**config.mk**
```make
export PLATFORM = sky130hd
export DESIGN_NAME = stretch_remap
export DESIGN_NICKNAME = d
export VERILOG_FILES = /design/src/rtl/stretch_remap.sv
export SDC_FILE = /design/constraint.sdc
export NUM_CORES = 2
export LEC_CHECK = 0
export BUFFER_PORTS_ARGS = -buffer_cell sky130_fd_sc_hd__buf_2
export CORE_UTILIZATION = 60
export CTS_CLUSTER_DIAMETER = 200
export DETAILED_ROUTE_END_ITERATION = 8
export PLACE_DENSITY = 0.76
export SYNTH_ARGS = -nofsm -noshare
export SYNTH_HDL_FRONTEND = slang
export SYNTH_SLANG_ARGS = --single-unit
```
**constraint.sdc**
```tcl
create_clock -name clk -period 52.9 [get_ports clk]
set_input_delay 7.935 -clock clk [delete_from_list [all_inputs] [get_ports clk]]
set_output_delay 7.935 -clock clk [all_outputs]
set_load 0.005 [all_outputs]
```
**src/rtl/stretch_remap.sv**
```systemverilog
module stretch_remap #(
  parameter int PIX_W   = 8,
  parameter int LO_PCT  = 10,
  parameter int HI_PCT  = 90
) (
  input  logic             clk,
  input  logic             rst_n,
  input  logic             start,
  input  logic [PIX_W-1:0] bound_lo,
  input  logic [PIX_W-1:0] bound_hi,
  output logic             fetch_req,
  input  logic             pix_valid,
  input  logic             pix_sof,
  input  logic             pix_eof,
  input  logic [PIX_W-1:0] pix_in,
  output logic             map_valid,
  output logic             map_sof,
  output logic             map_eof,
  output logic [PIX_W-1:0] map_pix
);

  localparam int DEPTH = 1 << PIX_W;
  localparam int PMAX  = DEPTH - 1;
  localparam int W2    = 2 * PIX_W;
  localparam logic [PIX_W-1:0] A_LO = PIX_W'((LO_PCT * PMAX) / 100);
  localparam logic [PIX_W-1:0] A_HI = PIX_W'((HI_PCT * PMAX) / 100);
  localparam logic [PIX_W-1:0] TOP  = PIX_W'(PMAX);

  typedef enum logic [1:0] {S_IDLE, S_BUILD, S_REQ, S_STREAM} st_t;

  st_t              state;
  logic [PIX_W-1:0] idx, lo_r, hi_r, wr_val;
  logic [PIX_W-1:0] tbl [DEPTH];
  logic [W2-1:0]    num, den, base, quo;
  logic             take_start, accept, last_pix;

  assign fetch_req  = (state == S_REQ);
  assign accept     = (state == S_STREAM) && pix_valid;
  assign last_pix   = accept && pix_eof;
  assign take_start = start && ((state == S_IDLE) || last_pix);

  // one shared divider: pick the segment, then base + num/den
  always_comb begin
    num  = '0;
    den  = W2'(1);
    base = '0;
    if (hi_r <= lo_r) begin
      base = (idx <= lo_r) ? W2'(A_LO) : W2'(A_HI);
    end else if (idx < lo_r) begin
      num  = W2'(idx) * W2'(A_LO);
      den  = W2'(lo_r);
    end else if (idx <= hi_r) begin
      num  = (W2'(idx) - W2'(lo_r)) * (W2'(A_HI) - W2'(A_LO));
      den  = W2'(hi_r) - W2'(lo_r);
      base = W2'(A_LO);
    end else begin
      num  = (W2'(idx) - W2'(hi_r)) * (W2'(TOP) - W2'(A_HI));
      den  = W2'(TOP) - W2'(hi_r);
      base = W2'(A_HI);
    end
    quo    = num / den;
    wr_val = PIX_W'(base + quo);
  end

  always_ff @(posedge clk) begin
    if (!rst_n) begin
      state <= S_IDLE;
      idx   <= '0;
      lo_r  <= '0;
      hi_r  <= '0;
    end else begin
      if (take_start) begin
        lo_r <= bound_lo;
        hi_r <= bound_hi;
        idx  <= '0;
      end
      case (state)
        S_IDLE:   if (take_start) state <= S_BUILD;
        S_BUILD: begin
          idx <= idx + 1'b1;
          if (idx == TOP) state <= S_REQ;
        end
        S_REQ:    state <= S_STREAM;
        S_STREAM: if (last_pix) state <= take_start ? S_BUILD : S_IDLE;
        default:  state <= S_IDLE;
      endcase
    end
  end

  always_ff @(posedge clk) begin
    if (state == S_BUILD) tbl[idx] <= wr_val;
    if (accept) map_pix <= tbl[pix_in];
  end

  always_ff @(posedge clk) begin
    if (!rst_n) begin
      map_valid <= 1'b0;
      map_sof   <= 1'b0;
      map_eof   <= 1'b0;
    end else begin
      map_valid <= accept;
      map_sof   <= accept && pix_sof;
      map_eof   <= accept && pix_eof;
    end
  end


  fetch_single_chk: assert property (@(posedge clk) disable iff (!rst_n)
    fetch_req |=> !fetch_req);


  valid_follows_chk: assert property (@(posedge clk) disable iff (!rst_n)
    map_valid |-> $past(pix_valid));


  sof_in_valid_chk: assert property (@(posedge clk) disable iff (!rst_n)
    (map_sof || map_eof) |-> map_valid);


  build_quiet_chk: assert property (@(posedge clk) disable iff (!rst_n)
    (state == S_BUILD && $past(state) == S_BUILD) |-> !map_valid);


  lo_anchor_chk: assert property (@(posedge clk) disable iff (!rst_n)
    (state == S_BUILD && hi_r > lo_r && idx == lo_r) |-> wr_val == A_LO);


  hi_anchor_chk: assert property (@(posedge clk) disable iff (!rst_n)
    (state == S_BUILD && hi_r > lo_r && idx == hi_r) |-> wr_val == A_HI);


  monotone_chk: assert property (@(posedge clk) disable iff (!rst_n)
    (state == S_BUILD && idx != '0) |-> wr_val >= $past(wr_val));


  flat_curve_chk: assert property (@(posedge clk) disable iff (!rst_n)
    (state == S_BUILD && hi_r <= lo_r) |-> (wr_val == A_LO || wr_val == A_HI));

endmodule

```
* Word-level counts from Yosys, hierarchy flattened
Memory sizes are Yosys's and may differ from the RTL's. A register that Yosys moved wholly into a read port is not among the register bits. Index checks and enable logic that the tools add are counted. Widths: inputs -> output; s select.
Cells by class: add/subtract/negate cells 6, $mul 3, divide/modulo/power cells 1, magnitude comparators 4, equality and inequality tests 7, muxes and demuxes 19, reductions and logical operators 8
Operators with widths (count):
- $mux 16 | 6
- $mux 8 | 6
- $sub 8x8->9 | 3
- $le 8x8->1 | 3
- $div 16x16->16 | 1
- $mul 16x4->15 const B | 1
- $mul 16x6->14 const B | 1
- $mul 8x5->13 const B | 1
- $sub 8x8->9 const A | 1
- $add 8x1->8 const B | 1
- $add 8x8->8 | 1
- $eq 8x8->1 const B | 1
- $lt 8x8->1 | 1
- $pmux 2 s4 | 1
- $mux 2 | 3
- $ne 2x2->1 const B | 3
- $eq 2x2->1 const B | 2
- $logic_and 1x1->1 | 4
- $mux 1 | 3
- $reduce_and 3->1 | 1
- $eq 2x1->1 const B | 1
- $logic_not 2->1 | 1
- $reduce_bool 2->1 | 1
- $logic_or 1x1->1 | 1
Word-level totals: flip-flop bits (word level) 29, memory bits (writable) 2048, bits of input ports 30, output and inout port bits 12, word-level logic and storage cells 56, memories 1
Memories:
- tbl | words 256, bits a word 8, rd ports 1, clocked after memory_dff 1, write ports 1, line 33 | logic [PIX_W-1:0] tbl [DEPTH];

* Logic depth before layout (Yosys ltp)
depth after elaboration 8, depth in mapped cells 187, depth with buffers taken out 176

* Worst setup path before layout
No wires, ideal clock.
path type register -> register, start point reg idx[1], end point mem tbl[0][7], data pin, setup time 1651 ps, arrival time 40828 ps, data required time 51249 ps, path slack 10421 ps, stages on the path, launching flop included 172, path buffers 12, clock period less this slack 42479 ps, cell sequence dfxtp_1 -> ha_1 -> nor2b_1 -> o31a_1 -> o21ai_0 -> nand2b_1 -> a21o_1 -> a211oi_1 -> nor2_1 -> ha_1 -> fa_1 -> inv_1 -> fa_1 -> inv_1 -> ha_1 -> o21ai_0 -> o21ai_0 -> a2111oi_0 -> (+136 left out) -> clkbuf_1 -> mux2_2 -> ha_1 -> a21o_1 -> a21o_1 -> a21o_1 -> a21o_1 -> a21o_1 -> a21oi_1 -> nor2b_1 -> o21ai_0 -> a21oi_1 -> o41a_1 -> ha_1 -> and4_1 -> a21oi_1 -> a21oi_1 -> xnor2_1
On the way: longest elaborated chain between the ends 7
Ends and longest elaborated chain:
- start, declared | line 32 | logic [PIX_W-1:0] idx, lo_r, hi_r, wr_val;
- start signal, assigned | line 80 | idx <= idx + 1'b1;
- $sub 8x8->9 (on tied branches) | line 57, 53
- $mul 16x4->15 / $mul 16x6->14 (equally long branches) | line 57, 53
- $mux 16 | line 52 | end else if (idx <= hi_r) begin
- $mux 16 | line 49 | end else if (idx < lo_r) begin
- $mux 16 | line 47 | if (hi_r <= lo_r) begin
- $div 16x16->16 | line 61 | quo = num / den;
- $add 8x8->8 * | line 62 | wr_val = PIX_W'(base + quo);
- named net wr_val[7] | line 32
- end, declared | line 33
Mark *: on every way through the listed nets, which the timed path passes. The rest lies on a longest branch.

* Final worst setup path
start point reg idx[1], end point mem tbl[56][0], data pin
The elaborated chain is that of the path after synthesis.

==> out/qor.yml <==
path_delay_family: "compound AO/OA/AOI/OAI gates"
fin_nets: 5310
r2r_start: "idx[1]$_SDFFE_PN0P_"
post_cts_resized: 0
io_pins: 42
synth_top_flop_cell: "edfxtp_1"
cts_tree: "done"
ys_ff_latch: 2085
rows: 142
holdPathStages: 2
antenna_found_initial: 6
grtUsageTotal_pct: 29.9
gp_congestion: 0.934
syn_to_final_growth_pct: 9.84
initial_utilization_pct: 60.8
synthTopCellsByCount: "2056 x edfxtp_1, 680 x mux4_2, 368 x nor2_1, 263 x ha_1, 176 x nand2_1"
vias: 48400
synth_enable_flop_cells: 2056
grt_pass1_wl_mm: 333
synth_area_per_cell_sq_um: 18.6
post-route-min-period_ns: 42.08
worst-endpoint-required_ns: 53.35
hold_path_class: "register to register"
detail_route.vias_per_cell: 6.75
crit_arrival_ns: 42.53
core_sq_um: 151000
synth_simple_gate_area_share_pct: 3.90
synthTopCellsByArea: "edfxtp_1 67%, mux4_2 17%, ha_1 3.6%"
drv_slew: 195
yosys.area.top_type: "edfxtp_1"
async_flop_share_pct: 0
dr.first_iter.drc_count: 5599
clk_pin_slew_ns: 0.06
grt_pass1_vias: 49800
cpMostUsedCell: "ha_1"
detail-route-antenna-nets: 0
ys_seq_area_share_pct: 68.1
portBuffers: 41
synthAdderAreaFrac_pct: 4.14
muxShareOfSynthArea_pct: 17.3
post_cts_buffers: 0
synth_compound_area_share_pct: 3.98
startpoint_type: "register"
drc: 0
synth_top_area_share_pct: 67.5
finalSetupTns_ns: 0
ys_types: 86
cts_buffers: 193
synth_top_family_by_area: "multiplexers"
ff2ff_setup_slack_ns: 10.82
worst_slew_pin_slew_ns: 1.67
clock_sinks: 2085
worstSetupEndpointType: "register"
synth_xor_xnor_area_share_pct: 0.986
hold_ws_ns: 0.475
rsz0062_at_grt: "false"
clockRootBuffer: "clkbuf_16"
routedWlPerCell_um: 31.4
routed_wl_mm: 225
path_max_fanout: 112
fp.dieW_um: 393
slowest_stage: "o21ai_0"
r2r-end: "tbl[56][0]$_DFFE_PP_"
clk_path_buf_depth: 3
grt_max_degree: 257
reg2reg_depth: 165
violations: "slew limit"
hold_end: "lo_r[3]$_SDFFE_PN0P_"
die_h_um: 393
syn_area_sq_um: 91500
clock.fmax_mhz: 23.8
post-dp-hpwl_mm: 129
yosysWarnings: 0
drive_gt1_share_pct: 22.4
relSlewSlack_pct: -11.2
path_buf_inv: 15
skew_ns: 0.0373
slowest_delay_ns: 0.95
first_pass_iters: 6
worstHoldStart: "lo_r[3]$_SDFFE_PN0P_"
synth.net_count: 5237
dieArea_sq_um: 154000
maxCapViolations: 0
yosysMostFrequentCell: "edfxtp_1"
hold_viol: 0
htree_levels: 4
ctsHoldBuffers: 0
setup_viol: 0
crit_type: "register to register"
clk_latency_ns: 0.83
fin_crit_sh_pct: 79.5
outcome: "finished with violations"
netlist_instances: 4919
grt.overflow.total: 0
area by class of cell:
cell class | count | area, sq um
flip-flops and latches | 2085 | 62300
fillers | 9453 | 50100
multi-input cells | 2456 | 27900
clock buffers | 227 | 5020
well taps | 2016 | 2520
clock inverters | 125 | 1390
repair buffers | 106 | 842
inverters | 150 | 563
diodes | 3 | 7.51
cells by family after synthesis:
logic type | after synthesis
AND/OR/NAND/NOR | 803
buffers and inverters | 378
adder cells (fa/ha/maj) | 288
XOR/XNOR | 103
multiplexers | 731
flip-flops | 2085
AO/OA/AOI/OAI | 531
sequential cells by signal (all words and copies together) (netlist names):
register / flops
idx: 8
map_pix: 8
map_sof: 1
lo_r: 8
hi_r: 8
map_eof: 1
tbl: 2048
map_valid: 1
state: 2
stage by stage:
step | std cells | worst slack, ns | utilization (%) | area (sq um)
2_1_floorplan | 4919 | 10.42 | - | 91500
3_3_place_gp | 6813 | 12.83 | 62.5 | 94100
3_5_place_dp | 6813 | 11.32 | 62.5 | 94100
4_1_cts | 7165 | 11.18 | 66.7 | 101000
5_1_grt | 7165 | 7.68 | 66.7 | 101000
6_report | 7168 | 10.82 | 66.7 | 101000
layout by cell type (no fill, tap or decap), types with 29 or more instances in the layout:
| master | Yosys | routed |
|---|---|---|
| a21o_1 | 43 | 43 |
| a21oi_1 | 109 | 109 |
| buf_2 | 3 | 37 |
| buf_4 | 0 | 56 |
| clkbuf_1 | 162 | 30 |
| clkbuf_16 | 0 | 195 |
| clkinv_1 | 0 | 40 |
| clkinv_2 | 0 | 34 |
| dfxtp_1 | 29 | 29 |
| edfxtp_1 | 2056 | 2056 |
| ha_1 | 263 | 261 |
| inv_1 | 147 | 147 |
| mux2_2 | 34 | 34 |
| mux4_2 | 680 | 680 |
| nand2_1 | 176 | 176 |
| nand3_1 | 40 | 40 |
| nor2_1 | 368 | 367 |
| nor3_1 | 67 | 67 |
| o211ai_1 | 34 | 34 |
| o21a_1 | 61 | 61 |
| o21ai_0 | 92 | 92 |
| xnor2_1 | 66 | 62 |
| xor2_1 | 37 | 35 |
how the worst max path moves through the flow:
stage	cells after the start	slack (ns)	endpoint	start
6_report	165	10.82	tbl[56][0]$_DFFE_PP_	idx[1]$_SDFFE_PN0P_
3_3_place_gp	166	12.83	tbl[62][0]$_DFFE_PP_	idx[1]$_SDFFE_PN0P_
5_1_grt	168	7.68	tbl[62][0]$_DFFE_PP_	idx[0]$_SDFFE_PN0P_
2_1_floorplan	171	10.42	tbl[0][7]$_DFFE_PP_	idx[1]$_SDFFE_PN0P_
3_5_place_dp	167	11.32	tbl[182][0]$_DFFE_PP_	idx[1]$_SDFFE_PN0P_
4_1_cts	168	11.18	tbl[56][0]$_DFFE_PP_	idx[1]$_SDFFE_PN0P_
routing by layer:
metal	track usage (%)	vias up	routed length [um]
met2	49.6	2520	113000
met4	11.6	8	9020
met3	5.44	436	18900
met1	39.6	25200	83700
li1	-	20200	-
met5	0	-	59
tightest hold or removal path, stage by stage, from the launching register on:
cell	delay, ns
dfxtp_1	0.31
nand2_1	0.04
a21boi_0	0.07
Power is not shown: default switching activity piles up to over one toggle a cycle in this logic, so the estimate is an artifact.
